File: config.mk
export PLATFORM = sky130hd
export DESIGN_NAME = asyw_write_seq
export DESIGN_NICKNAME = d
export VERILOG_FILES = /design/src/rtl/asyw_pkg.sv /design/src/rtl/asyw_sync.sv /design/src/rtl/asyw_cnt.sv /design/src/rtl/asyw_write_seq.sv
export SDC_FILE = /design/constraint.sdc
export NUM_CORES = 1
export LEC_CHECK = 0
export BUFFER_PORTS_ARGS = -buffer_cell sky130_fd_sc_hd__buf_2
export CAP_MARGIN = 0
export CORE_MARGIN = 2
export CORE_UTILIZATION = 56
export CTS_CLUSTER_SIZE = 30
export DETAILED_ROUTE_END_ITERATION = 12
export GPL_TIMING_DRIVEN = 0
export PLACE_DENSITY = 0.95
export SETUP_SLACK_MARGIN = 0.5
export SLEW_MARGIN = 20
export SYNTH_ARGS = -nofsm -noshare
export SYNTH_HDL_FRONTEND = slang
export SYNTH_HIERARCHICAL = 1
export SYNTH_SLANG_ARGS = --single-unit
File: constraint.sdc
create_clock -name clk -period 3.6 [get_ports clk]
set_input_delay 0.72 -clock clk [delete_from_list [all_inputs] [get_ports clk]]
set_output_delay 0.72 -clock clk [all_outputs]
set_load 0.05 [all_outputs]
File: src/rtl/asyw_pkg.sv
package asyw_pkg;

    typedef enum logic [2:0] {
        ST_IDLE    = 3'd0,
        ST_SETUP   = 3'd1,
        ST_STROBE  = 3'd2,
        ST_HOLD    = 3'd3,
        ST_RECOVER = 3'd4
    } asyw_state_e;

endpackage

File: src/rtl/asyw_sync.sv
module asyw_sync #(
    parameter int  STAGES  = 2,
    parameter logic RST_VAL = 1'b1
) (
    input  logic clk,
    input  logic rst_n,
    input  logic din,
    output logic dout
);
    logic [STAGES-1:0] sh_d, sh_q;

    generate
        if (STAGES == 1) begin : g_single
            always_comb sh_d = din;
        end else begin : g_chain
            always_comb sh_d = {sh_q[STAGES-2:0], din};
        end
    endgenerate

    always_ff @(posedge clk or negedge rst_n) begin
        if (!rst_n) sh_q <= {STAGES{RST_VAL}};
        else        sh_q <= sh_d;
    end

    assign dout = sh_q[STAGES-1];
endmodule

File: src/rtl/asyw_cnt.sv
module asyw_cnt #(
    parameter int WIDTH = 5
) (
    input  logic             clk,
    input  logic             rst_n,
    input  logic             load,
    input  logic [WIDTH-1:0] load_val,
    input  logic             dec,
    output logic             zero
);
    logic [WIDTH-1:0] cnt_d, cnt_q;

    always_comb begin
        cnt_d = cnt_q;
        if (load)                      cnt_d = load_val;
        else if (dec && cnt_q != '0)   cnt_d = cnt_q - WIDTH'(1);
    end

    always_ff @(posedge clk or negedge rst_n) begin
        if (!rst_n) cnt_q <= '0;
        else        cnt_q <= cnt_d;
    end

    assign zero = (cnt_q == '0);

    a_r4_no_underflow: assert property (@(posedge clk) disable iff (!rst_n)
        (dec && !load && zero) |=> zero);
endmodule

File: src/rtl/asyw_write_seq.sv
module asyw_write_seq
    import asyw_pkg::*;
#(
    parameter int ADDR_W      = 16,
    parameter int DATA_W      = 16,
    parameter int WAIT_W      = 5,
    parameter int HOLD_W      = 3,
    parameter int RCV_CYC     = 2,
    parameter int SYNC_STAGES = 2
) (
    input  logic              clk,
    input  logic              rst_n,
    input  logic              req_valid,
    output logic              req_ready,
    input  logic [ADDR_W-1:0] req_addr,
    input  logic [DATA_W-1:0] req_data,
    input  logic [WAIT_W-1:0] cfg_wait,
    input  logic [HOLD_W-1:0] cfg_hold,
    input  logic              cfg_ack_en,
    input  logic              mem_ack,
    output logic [ADDR_W-1:0] mem_addr,
    output logic              mem_sel_n,
    output logic              mem_wr_n,
    output logic [DATA_W-1:0] mem_data_out,
    output logic              mem_data_oe
);
    localparam int RCV_W  = $clog2(RCV_CYC + 1);
    localparam int WH_W   = (WAIT_W > HOLD_W) ? WAIT_W : HOLD_W;
    localparam int CNT_W  = (WH_W > RCV_W) ? WH_W : RCV_W;
    localparam logic [CNT_W-1:0] RCV_LOAD = CNT_W'(RCV_CYC - 1);
    localparam int GAP_W  = $clog2(RCV_CYC + 1) + 1;

    typedef struct packed {
        asyw_state_e       st;
        logic [ADDR_W-1:0] addr;
        logic [DATA_W-1:0] data;
        logic [WAIT_W-1:0] wt;
        logic [HOLD_W-1:0] hd;
        logic              ack_en;
    } seq_regs_t;

    seq_regs_t r_d, r_q;

    logic             ack_s;
    logic             cnt_load;
    logic [CNT_W-1:0] cnt_val;
    logic             cnt_dec;
    logic             cnt_zero;
    logic             ack_ok;

    asyw_sync #(.STAGES(SYNC_STAGES), .RST_VAL(1'b1)) u_ack_sync (
        .clk  (clk),
        .rst_n(rst_n),
        .din  (mem_ack),
        .dout (ack_s)
    );

    asyw_cnt #(.WIDTH(CNT_W)) u_cnt (
        .clk     (clk),
        .rst_n   (rst_n),
        .load    (cnt_load),
        .load_val(cnt_val),
        .dec     (cnt_dec),
        .zero    (cnt_zero)
    );

    assign ack_ok = !r_q.ack_en || ack_s;

    always_comb begin
        r_d      = r_q;
        cnt_load = 1'b0;
        cnt_val  = '0;
        cnt_dec  = 1'b0;
        unique case (r_q.st)
            ST_IDLE: begin
                if (req_valid) begin
                    r_d.st     = ST_SETUP;
                    r_d.addr   = req_addr;
                    r_d.data   = req_data;
                    r_d.wt     = cfg_wait;
                    r_d.hd     = cfg_hold;
                    r_d.ack_en = cfg_ack_en;
                end
            end
            ST_SETUP: begin
                r_d.st   = ST_STROBE;
                cnt_load = 1'b1;
                cnt_val  = (r_q.wt == '0) ? '0 : CNT_W'(r_q.wt) - CNT_W'(1);
            end
            ST_STROBE: begin
                if (cnt_zero && ack_ok) begin
                    cnt_load = 1'b1;
                    if (r_q.hd == '0) begin
                        r_d.st  = ST_RECOVER;
                        cnt_val = RCV_LOAD;
                    end else begin
                        r_d.st  = ST_HOLD;
                        cnt_val = CNT_W'(r_q.hd) - CNT_W'(1);
                    end
                end else begin
                    cnt_dec = 1'b1;
                end
            end
            ST_HOLD: begin
                if (cnt_zero) begin
                    r_d.st   = ST_RECOVER;
                    cnt_load = 1'b1;
                    cnt_val  = RCV_LOAD;
                end else begin
                    cnt_dec = 1'b1;
                end
            end
            ST_RECOVER: begin
                if (cnt_zero) r_d.st = ST_IDLE;
                else          cnt_dec = 1'b1;
            end
            default: r_d.st = ST_IDLE;
        endcase
    end

    always_ff @(posedge clk or negedge rst_n) begin
        if (!rst_n) begin
            r_q    <= '0;
            r_q.st <= ST_IDLE;
        end else begin
            r_q <= r_d;
        end
    end

    assign req_ready    = (r_q.st == ST_IDLE);
    assign mem_sel_n    = !(r_q.st == ST_SETUP || r_q.st == ST_STROBE || r_q.st == ST_HOLD);
    assign mem_wr_n     = (r_q.st != ST_STROBE);
    assign mem_data_oe  = (r_q.st == ST_STROBE || r_q.st == ST_HOLD);
    assign mem_addr     = r_q.addr;
    assign mem_data_out = r_q.data;

    // Cycles with the strobe high since it last was low (saturating), for the gap check.
    logic [GAP_W-1:0] gap_d, gap_q;
    always_comb begin
        gap_d = gap_q;
        if (!mem_wr_n)                        gap_d = '0;
        else if (gap_q < GAP_W'(RCV_CYC))     gap_d = gap_q + GAP_W'(1);
    end
    always_ff @(posedge clk or negedge rst_n) begin
        if (!rst_n) gap_q <= GAP_W'(RCV_CYC);
        else        gap_q <= gap_d;
    end

    a_r2_ready_only_quiet: assert property (@(posedge clk) disable iff (!rst_n)
        req_ready |-> (mem_sel_n && mem_wr_n && !mem_data_oe));

    a_r3_select_before_strobe: assert property (@(posedge clk) disable iff (!rst_n)
        $fell(mem_wr_n) |-> !$past(mem_sel_n));

    a_r6_oe_under_select: assert property (@(posedge clk) disable iff (!rst_n)
        mem_data_oe |-> !mem_sel_n);

    a_r6_oe_rises_in_strobe: assert property (@(posedge clk) disable iff (!rst_n)
        $rose(mem_data_oe) |-> !mem_wr_n);

    a_r7_ack_stretches: assert property (@(posedge clk) disable iff (!rst_n)
        (!mem_wr_n && r_q.ack_en && !ack_s) |=> !mem_wr_n);

    a_r8_recovery_gap: assert property (@(posedge clk) disable iff (!rst_n)
        $fell(mem_wr_n) |-> (gap_q >= GAP_W'(RCV_CYC)));

    a_r10_addr_stable: assert property (@(posedge clk) disable iff (!rst_n)
        (!mem_sel_n && !$past(mem_sel_n)) |-> ($stable(mem_addr) && $stable(mem_data_out)));
endmodule

==> impl_metrics.py, run 1 <==
metrics = {
    "cts": {
        "root_buffer": "clkbuf_8",
        "holdBufCountCts": 0,
        "h-tree-depth": 2,
        "path_clk_slew_ns": 0.09,
        "cts_buffers": 5,
        "clock-sinks": 51,
        "cts_buffer_depth": 2,
        "post_cts_buffers": 0,
        "clock_latency_ns": 0.31,
        "ctsResizeCount": 0,
        "cts_tree": "built",
    },
    "worst_setup_path": {
        "startpoint_type": "flip-flop",
        "crit_fanout": 10,
        "reg2regPathDepth": 10,
        "critPathTopFamily": "simple AND/OR/NAND/NOR gates",
        "r2r_start": "u_cnt/cnt_q[0]",
        "critPathSlowestCell": "or4b_4",
        "cpPeakStageDelay_ns": 0.49,
        "rr_endpoint": "u_cnt/cnt_q[3]",
        "end_kind": "flip-flop",
        "r2r_setup_slack_ns": 1.04,
        "cp.required_ns": 3.80,
        "worstPathArrival_ns": 2.76,
        "crit_chain": "inv_1 > ha_1 > or4b_4 > inv_1 > nor2b_1 > nand3_1 > o21ai_0 > clkbuf_1 > nor2b_1 > a21oi_2",
        "crit_type": "flip-flop to flip-flop",
        "crit_buf_inv": 3,
    },
    "placed_design": {
        "place.port_buffers": 80,
        "gp_congestion": 0.828,
        "dp_hpwl_mm": 4.06,
    },
    "route": {
        "ant_nets": 0,
        "dr_total_vias": 1821,
        "vias_per_cell": 4.99,
        "dr.pass1.iters": 5,
        "wl_per_cell_um": 14.5,
        "dr.first_iter.drc_count": 74,
        "routed_wl_mm": 5.31,
        "drc": 0,
    },
    "die": {
        "die_height_um": 73.8,
        "core_um2": 4720,
        "ios": 81,
        "die_width_um": 73.8,
        "start_util_pct": 57.7,
        "rows": 25,
        "die_area_um2": 5440,
    },
    "outcome": {
        "status": "finished, final reports clean",
    },
    "timing": {
        "hold_ws_ns": 0.364,
        "fin_tns_setup_ns": 0,
        "final-hold-violation-count": 0,
        "grt_setup_unrepaired": "no",
        "tightestPinTransition_ns": 0.616,
        "min_period_ns": 2.56,
        "finalMaxSlewViolations": 0,
        "min_period_over_period_pct": 71.2,
        "setup_viol": 0,
        "clock-skew-final_ns": 0.00611,
        "maxSlewHeadroom_pct": 58.9,
        "fmax_mhz": 390,
    },
    "power": {
        "leakage_nw": 1.67,
        "finalPower_w": 0.00363,
        "power.density_nw_per_um2": 1090,
        "ir_worst_vdd_mv": 0.595,
    },
    "worst_hold_path": {
        "hold_path_end": "u_ack_sync/sh_q[1]",
        "hold_class": "flip-flop to flip-flop",
        "min_from": "u_ack_sync/sh_q[0]",
        "hold_depth": 0,
    },
    "final_layout": {
        "final_nets": 347,
        "final_layout_size_suffix_gt1_share_pct": 58.7,
        "final_common_cell": "buf_2",
        "regArea_um2": 1280,
        "n_antenna_cell": 0,
        "multiInputGateArea_um2": 1080,
        "nFillCells": 332,
        "final_cell_mix": "buf_2, dfrtp_1, mux2_4",
        "area_growth_pct": 22.4,
    },
    "global_route": {
        "gr-total-overflow": 0,
        "first_global_vias": 1790,
        "track_usage_pct": 20.8,
        "antenna_found_initial": 0,
        "grt_pass1_wl_mm": 8.38,
        "grt_max_degree": 52,
    },
    "synthesis": {
        "netlist_area_um2": 2730,
        "synthArstFlopShare_pct": 100,
        "synthFlopType": "dfrtp_1",
        "syn_inst": 210,
        "synth_seq_cells": 51,
        "ys_warn_count": 6,
        "ys_seq_area_share_pct": 46.9,
        "ys_types": 40,
        "syn-num-nets": 260,
        "postSynthAreaPerCell_um2": 13.0,
        "synth_edf_count": 0,
    },
    "run": {
        "cap_violations": 0,
    },
}
==> layer usage <==
layer | routed length (um) | global-route usage [%] | vias to the layer above
li1 | - | - | 873
met1 | 2060 | 23.3 | 891
met2 | 2950 | 38.0 | 50
met3 | 196 | 4.66 | 7
met4 | 99 | 8.08 | 0
met5 | 0 | 0 | -
==> worst reg2reg max path: stages (launching register included) <==
cell	delay (ns)
dfrtp_1	0.38
inv_1	0.09
ha_1	0.16
or4b_4	0.49
inv_1	0.21
nor2b_1	0.24
nand3_1	0.16
o21ai_0	0.11
clkbuf_1	0.35
nor2b_1	0.23
a21oi_2	0.04
==> kinds of logic after synthesis <==
kind of cell / share of synthesized area [%]
DFF: 46.9
buffers and inverters: 13.4
and+or+nand+nor: 9.36
muxes: 20.8
AOI/OAI and AO/OA: 6.29
adders and majority gates: 2.29
xor gates and xnor gates: 0.964
==> cell usage after synthesis (2+ instances only) <==
cell type | n | share of area (%)
o21ai_0 | 7 | 1.3
nand2_1 | 6 | 0.83
dfrtp_1 | 49 | 45
xnor2_1 | 3 | 0.96
a21oi_1 | 10 | 1.8
mux2_4 | 37 | 20
buf_12 | 4 | 2.9
ha_1 | 5 | 2.3
nand2b_1 | 5 | 1.1
or2_2 | 2 | 0.46
buf_4 | 32 | 8.8
nor2b_1 | 5 | 1.1
nand3_1 | 4 | 0.73
dfstp_2 | 2 | 1.9
inv_1 | 8 | 1.1
o22ai_1 | 5 | 1.1
or3_1 | 3 | 0.69
==> layout make-up <==
| cell class | count | area share [%] |
|---|---|---|
| clock inverter | 2 | 1.16 |
| buffer | 38 | 10.0 |
| inverter | 8 | 0.900 |
| tap | 67 | 2.51 |
| sequential | 51 | 38.3 |
| multi-input combinational | 113 | 32.5 |
| clock buffer | 6 | 2.47 |
| timing repair buffer | 80 | 12.1 |
==> how the worst max path moves through the flow <==
stage / startpoint / endpoint / slack (ns) / depth (start not counted)
2_1_floorplan: r_q[42] / u_cnt/cnt_q[3] / 0.67 / 6
3_3_place_gp: u_cnt/cnt_q[0] / u_cnt/cnt_q[3] / 1.10 / 10
3_5_place_dp: u_cnt/cnt_q[0] / u_cnt/cnt_q[3] / 1.05 / 10
4_1_cts: u_cnt/cnt_q[0] / u_cnt/cnt_q[3] / 1.03 / 10
5_1_grt: u_cnt/cnt_q[0] / u_cnt/cnt_q[3] / 0.84 / 10
6_report: u_cnt/cnt_q[0] / u_cnt/cnt_q[3] / 1.04 / 10
==> state kept, by name, summed over array words and instances (netlist names) <==
name             count
u_ack_sync/sh_q      2
mem_addr            16
mem_data_out        16
u_cnt/cnt_q          5
r_q                 12
==> power by group <==
part | switching (W) | internal (W) | leakage (nW)
combinational | 0.00122 | 0.000932 | 0.994
clock | 0.000190 | 0.000229 | 0.0618
sequential | 0.000219 | 0.000849 | 0.611
==> per-stage QoR <==
stage / setup WS [ns] / cell area, um2 / utilization, % / instances
2_1_floorplan: 0.673 / 2730 / - / 210
3_3_place_gp: 1.10 / 3210 / 68.0 / 357
3_5_place_dp: 1.05 / 3210 / 68.0 / 357
4_1_cts: 1.03 / 3330 / 70.6 / 365
5_1_grt: 0.837 / 3340 / 70.6 / 365
6_report: 1.04 / 3340 / 70.6 / 365
(Power assumes the default switching activity.)
==> run 2, diff against run 1 <==
--- a/config.mk
+++ b/config.mk
@@ -5,14 +5,15 @@
 export SDC_FILE = /design/constraint.sdc
 export NUM_CORES = 1
 export LEC_CHECK = 0
+export ABC_AREA = 1
 export BUFFER_PORTS_ARGS = -buffer_cell sky130_fd_sc_hd__buf_2
 export CAP_MARGIN = 0
 export CORE_MARGIN = 2
-export CORE_UTILIZATION = 56
+export CORE_UTILIZATION = 52
 export CTS_CLUSTER_SIZE = 30
 export DETAILED_ROUTE_END_ITERATION = 12
 export GPL_TIMING_DRIVEN = 0
-export PLACE_DENSITY = 0.95
+export PLACE_DENSITY = 0.89
 export SETUP_SLACK_MARGIN = 0.5
 export SLEW_MARGIN = 20
 export SYNTH_ARGS = -nofsm -noshare
==> constraint.sdc (replaced) <==
create_clock -name clk -period 2.7 [get_ports clk]
set_input_delay 0.54 -clock clk [delete_from_list [all_inputs] [get_ports clk]]
set_output_delay 0.54 -clock clk [all_outputs]
set_load 0.05 [all_outputs]
==> impl_metrics.py, run 2 <==
metrics = {
    "cts": {
        "h-tree-depth": 2,
        "clock_latency_ns": 0.30,
        "holdBufCountCts": 0,
        "path_clk_slew_ns": 0.08,
        "root_buffer": "clkbuf_8",
        "ctsResizeCount": 0,
        "cts_buffers": 5,
        "cts_buffer_depth": 2,
        "post_cts_buffers": 0,
        "clock-sinks": 51,
        "cts_tree": "built",
    },
    "power": {
        "switching_power_w": 0.00242,
        "power.density_nw_per_um2": 1390,
        "ir_worst_vdd_mv": 0.807,
        "leakage_nw": 1.96,
        "pwr-share-comb_pct": 62.7,
        "finalPower_w": 0.00474,
        "clockPowerShare_pct": 8.9,
        "p_seq_share_pct": 28.4,
        "switching_share_pct": 51.1,
        "p_int_w": 0.00232,
    },
    "synthesis": {
        "synth_edf_count": 0,
        "ys_top_cells_by_count": "nand2_1, inv_1, dfrtp_1",
        "synth_top_area_share_pct": 43.3,
        "ys_types": 27,
        "synth_top_cell_by_area": "dfrtp_1",
        "synth_seq_cells": 51,
        "syn_inst": 331,
        "postSynthAreaPerCell_um2": 8.55,
        "netlist_area_um2": 2830,
        "ys_warn_count": 6,
        "yosys-top-cells-area": "dfrtp_1, nand2_1, o21ai_2",
        "synth_most_common_cell": "nand2_1",
        "ys_seq_area_share_pct": 45.2,
        "synthFlopType": "dfrtp_1",
        "syn-num-nets": 381,
        "synthArstFlopShare_pct": 100,
    },
    "die": {
        "core_um2": 5170,
        "die_width_um": 77.8,
        "start_util_pct": 54.7,
        "die_height_um": 77.8,
        "die_area_um2": 6050,
        "rows": 26,
        "ios": 81,
    },
    "global_route": {
        "first_global_vias": 2100,
        "track_usage_pct": 18.0,
        "grt_max_degree": 52,
        "grt_pass1_wl_mm": 8.94,
        "gr-total-overflow": 0,
        "antenna_found_initial": 0,
    },
    "worst_hold_path": {
        "hold_class": "input pin to async pin",
    },
    "timing": {
        "fmax_mhz": 494,
        "setup_viol": 0,
        "min_period_over_period_pct": 75.0,
        "min_period_ns": 2.03,
        "final-hold-violation-count": 0,
        "maxSlewHeadroom_pct": 58.2,
        "tightestPinTransition_ns": 0.627,
        "hold_ws_ns": 0.259,
        "grt_setup_unrepaired": "no",
        "fin_tns_setup_ns": 0,
        "setup_slack_ns": 0.675,
        "clock-skew-final_ns": 0.00681,
        "finalMaxSlewViolations": 0,
    },
    "worst_setup_path": {
        "startpoint_type": "flip-flop",
        "worstPathArrival_ns": 1.49,
        "r2r_start": "u_cnt/cnt_q[0]",
        "crit_fanout": 6,
        "reg2regPathDepth": 13,
        "r2r_setup_slack_ns": 0.77,
        "crit_type": "flip-flop to primary output",
        "rr_endpoint": "u_cnt/cnt_q[2]",
        "cp.required_ns": 2.16,
        "end_kind": "primary output",
    },
    "route": {
        "ant_nets": 0,
        "drc": 0,
        "wl_per_cell_um": 10.5,
        "dr.pass1.iters": 4,
        "routed_wl_mm": 5.12,
        "dr.first_iter.drc_count": 130,
        "dr_total_vias": 2277,
        "vias_per_cell": 4.66,
    },
    "placed_design": {
        "place_ws_ns": 0.799,
        "dp_hpwl_mm": 3.98,
        "place.port_buffers": 80,
        "gp_congestion": 0.853,
    },
    "outcome": {
        "status": "finished, final reports clean",
    },
    "final_layout": {
        "final_common_cell": "buf_2",
        "nFillCells": 435,
        "final_layout_size_suffix_gt1_share_pct": 40.6,
        "n_antenna_cell": 0,
        "area_growth_pct": 20.3,
        "final_cell_mix": "buf_2, nand2_1, inv_1",
        "final_nets": 468,
    },
    "run": {
        "cap_violations": 0,
    },
}
==> run 2: cell count changes after synthesis, sizes merged, moves of 13 or more <==
| cell | delta |
|---|---|
| nand2 | +71 |
| inv | +50 |
| nor2 | +19 |
| mux2 | -38 |
| o21ai | +38 |
| nand3 | +13 |
==> run 2: how the worst max path moves through the flow <==
| stage | slack [ns] | end | startpoint | depth (start not counted) |
|---|---|---|---|---|
| 2_1_floorplan | 0.51 | mem_sel_n | r_q[42] | 3 |
| 3_3_place_gp | 0.81 | u_cnt/cnt_q[2] | u_cnt/cnt_q[0] | 13 |
| 6_report | 0.67 | mem_sel_n | r_q[43] | 5 |
| 5_1_grt | 0.52 | u_cnt/cnt_q[2] | u_cnt/cnt_q[0] | 13 |
| 4_1_cts | 0.65 | mem_sel_n | r_q[43] | 5 |
| 3_5_place_dp | 0.80 | u_cnt/cnt_q[2] | u_cnt/cnt_q[0] | 13 |
==> run 2: stage by stage <==
step	instances	utilization, %	area [um2]
after floorplan	331	-	2830
after global placement	481	64.2	3320
after detailed placement	481	64.2	3320
after CTS	489	65.9	3410
after global routing	489	65.9	3410
final	489	65.9	3410
==> run 2: logic make-up (layout without fill, tap and decap cells) <==
group	after synthesis	after routing	synth area share, %
adders and majority gates	5	5	2.21
and+or+nand+nor	121	121	18.5
buffers and inverters	99	187	19.6
DFF	51	51	45.2
AOI/OAI and AO/OA	53	53	13.9
xor gates and xnor gates	2	2	0.619
==> run 2: metal layers <==
layer / global-route usage (%) / up-vias / wire [um]
li1: - / 1158 / -
met1: 21.9 / 1051 / 2140
met2: 32.2 / 64 / 2610
met3: 4.53 / 4 / 339
met4: 4.11 / 0 / 27
met5: 0 / - / 0
==> run 2: power groups by stage <==
stage / Combinational [W] / Clock, W / Sequential, W
final: 0.00297 / 0.000422 / 0.00134
after global routing: 0.00323 / 0.000469 / 0.00139
after CTS: 0.00300 / 0.000442 / 0.00135
after detailed placement: 0.00300 / 0 / 0.00136
after global placement: 0.00294 / 0 / 0.00134
after floorplan: 0.00251 / 0 / 0.00130
==> run 2: area by class of cell <==
class                      count  area (um2)  area share (%)
multi-input combinational    181         997            29.3
inverter                      58         218            6.39
clock buffer                   6        72.6            2.13
buffer                        41         338            9.92
timing repair buffer          80         403            11.8
sequential                    51        1280            37.5
clock inverter                 2        12.5           0.367
tap                           70        87.6            2.57
==> run 2: worst max-delay path, stage by stage, from the launching register on <==
cell     delay, ns
dfrtp_1       0.44
inv_1         0.14
nand3_1       0.17
inv_1         0.10
nor2_1        0.08
buf_2         0.26
==> run 3, diff against run 2 <==
--- a/config.mk
+++ b/config.mk
@@ -5,15 +5,15 @@
 export SDC_FILE = /design/constraint.sdc
 export NUM_CORES = 1
 export LEC_CHECK = 0
-export ABC_AREA = 1
+export ABC_AREA = 0
 export BUFFER_PORTS_ARGS = -buffer_cell sky130_fd_sc_hd__buf_2
 export CAP_MARGIN = 0
 export CORE_MARGIN = 2
-export CORE_UTILIZATION = 52
+export CORE_UTILIZATION = 47
 export CTS_CLUSTER_SIZE = 30
 export DETAILED_ROUTE_END_ITERATION = 12
 export GPL_TIMING_DRIVEN = 0
-export PLACE_DENSITY = 0.89
+export PLACE_DENSITY = 0.86
 export SETUP_SLACK_MARGIN = 0.5
 export SLEW_MARGIN = 20
 export SYNTH_ARGS = -nofsm -noshare
==> constraint.sdc (replaced) <==
create_clock -name clk -period 1.7 [get_ports clk]
set_input_delay 0.34 -clock clk [delete_from_list [all_inputs] [get_ports clk]]
set_output_delay 0.34 -clock clk [all_outputs]
set_load 0.05 [all_outputs]
==> impl_metrics.py, run 3 (synthesis results as in run 1) <==
metrics = {
    "timing": {
        "finalMaxSlewViolations": 0,
        "setup_viol": 45,
        "grt_setup_unrepaired": "yes",
        "setup_slack_ns": -0.323,
        "maxSlewHeadroom_pct": 57.4,
        "fmax_mhz": 494,
        "final-hold-violation-count": 0,
        "clock-skew-final_ns": 0.00854,
        "min_period_ns": 2.02,
        "tightestPinTransition_ns": 0.639,
        "min_period_over_period_pct": 119,
    },
    "worst_setup_path": {
        "startpoint_type": "flip-flop",
        "crit_fanout": 5,
        "worstSetupStartpoint": "u_cnt/cnt_q[1]",
        "crit_chain": "inv_2 > ha_4 > or4b_4 > inv_6 > nor2b_4 > nand3_2 > o21ai_2 > clkbuf_8 > nor2b_1 > a21oi_1",
        "worstPathArrival_ns": 2.22,
        "cp.required_ns": 1.89,
        "cpPeakStageDelay_ns": 0.49,
        "end_kind": "flip-flop",
        "critPathTopFamily": "simple AND/OR/NAND/NOR gates",
        "r2r_start": "u_cnt/cnt_q[1]",
        "crit_type": "flip-flop to flip-flop",
        "critPathSlowestCell": "or4b_4",
        "crit_buf_inv": 3,
    },
    "route": {
        "vias_per_cell": 5.02,
        "routed_wl_mm": 7.34,
        "dr.pass1.iters": 6,
        "ant_nets": 0,
        "drc": 0,
        "wl_per_cell_um": 17.1,
        "dr_total_vias": 2148,
        "dr.first_iter.drc_count": 95,
    },
    "placed_design": {
        "dp_hpwl_mm": 3.61,
        "place_area_um2": 3270,
        "place.port_buffers": 80,
        "place_ws_ns": -0.525,
        "gp_congestion": 0.827,
        "place_inst": 362,
    },
    "cts": {
        "cts_buffer_depth": 2,
        "clock-sinks": 51,
        "cts_buffers": 5,
        "path_clk_slew_ns": 0.09,
        "holdBufCountCts": 0,
        "cts_tree": "built",
        "clock_latency_ns": 0.31,
        "root_buffer": "clkbuf_8",
        "h-tree-depth": 2,
    },
    "power": {
        "p_int_w": 0.00619,
        "leakage_nw": 2.17,
        "finalPower_w": 0.0104,
        "pwr-share-comb_pct": 70.6,
        "switching_share_pct": 40.4,
        "power.density_nw_per_um2": 2300,
        "switching_power_w": 0.00420,
        "ir_worst_vdd_mv": 1.46,
        "p_seq_share_pct": 22.4,
        "clockPowerShare_pct": 7.0,
    },
    "run": {
        "cap_violations": 0,
    },
    "final_layout": {
        "n_antenna_cell": 0,
        "final_common_cell": "dfrtp_1",
        "stdcell_count": 428,
        "final_layout_size_suffix_gt1_share_pct": 71.6,
        "final_area_um2": 4520,
        "final_nets": 405,
        "final_util_pct": 81.6,
        "final_cell_mix": "dfrtp_1, buf_2, buf_4",
        "area_growth_pct": 65.9,
    },
    "die": {
        "start_util_pct": 49.2,
        "die_height_um": 80.2,
        "rows": 27,
        "die_area_um2": 6430,
        "core_um2": 5540,
        "die_width_um": 80.2,
        "ios": 81,
    },
    "global_route": {
        "use_met3_pct": 5.17,
        "use_met2_pct": 42.8,
        "first_global_vias": 2214,
        "grt-busiest-layer": "met2",
        "groute.layer.met1.usage_pct": 25.9,
        "track_usage_pct": 22.7,
        "grt_max_degree": 52,
        "antenna_found_initial": 0,
        "gr-total-overflow": 0,
        "grt_pass1_wl_mm": 11.0,
    },
    "worst_hold_path": {
        "hold_class": "input pin to async pin",
    },
    "outcome": {
        "status": "finished with violations",
        "violations": "negative setup slack",
    },
}
run 3: power groups by stage:
stage,Sequential [W],Combinational (W),Clock (W)
final,0.00233,0.00733,0.000728
after global routing,0.00239,0.00764,0.000822
after CTS,0.00227,0.00676,0.000739
after detailed placement,0.00225,0.00465,0
after global placement,0.00222,0.00456,0
after floorplan,0.00213,0.00397,0
run 3: final timing paths:
kind | endpoint | slack (ns) | cells past startpoint
min in group clk | u_ack_sync/sh_q[0] | 0.13 | 1
hold / removal | mem_addr[2] | 0.05 | 1
setup / recovery | u_cnt/cnt_q[2] | -0.32 | 10
max in group asynchronous | r_q[43] | 1.18 | 1
hold reg to reg | u_ack_sync/sh_q[1] | 0.36 | 0
setup reg to reg | u_cnt/cnt_q[2] | -0.32 | 10
run 3: metrics by stage:
step	TNS (ns)	hold slack [ns]
3_5_place_dp	-2.43	0.348
3_3_place_gp	-2.17	0.346
4_1_cts	-2.29	0.126
6_report	-6.66	0.0493
5_1_grt	-8.61	0.0795
2_1_floorplan	-10.21	0.0444
run 3: area by class of cell:
type | instances | area, um2
timing repair buffer | 138 | 1350
sequential | 51 | 1280
multi-input combinational | 113 | 1190
fill | 286 | 1020
buffer | 38 | 474
tap | 72 | 90.1
clock buffer | 7 | 86.3
inverter | 8 | 35.0
clock inverter | 1 | 8.76
run 3: metal layers:
layer | vias to the layer above | wire, um
li1 | 987 | -
met1 | 1057 | 2820
met2 | 96 | 4090
met3 | 8 | 364
met4 | 0 | 57
met5 | - | 0
run 3: what timing repair did:
| item | 4_1_cts | 5_1_grt |
|---|---|---|
| pin swaps | 8 | 1 |
| buffers inserted | 35 | 19 |
| endpoints found under the hold margin | 0 | 0 |
| cloned | 4 | 0 |
| setup endpoints to repair | 85 | 85 |
| gates resized for setup | 166 | 12 |
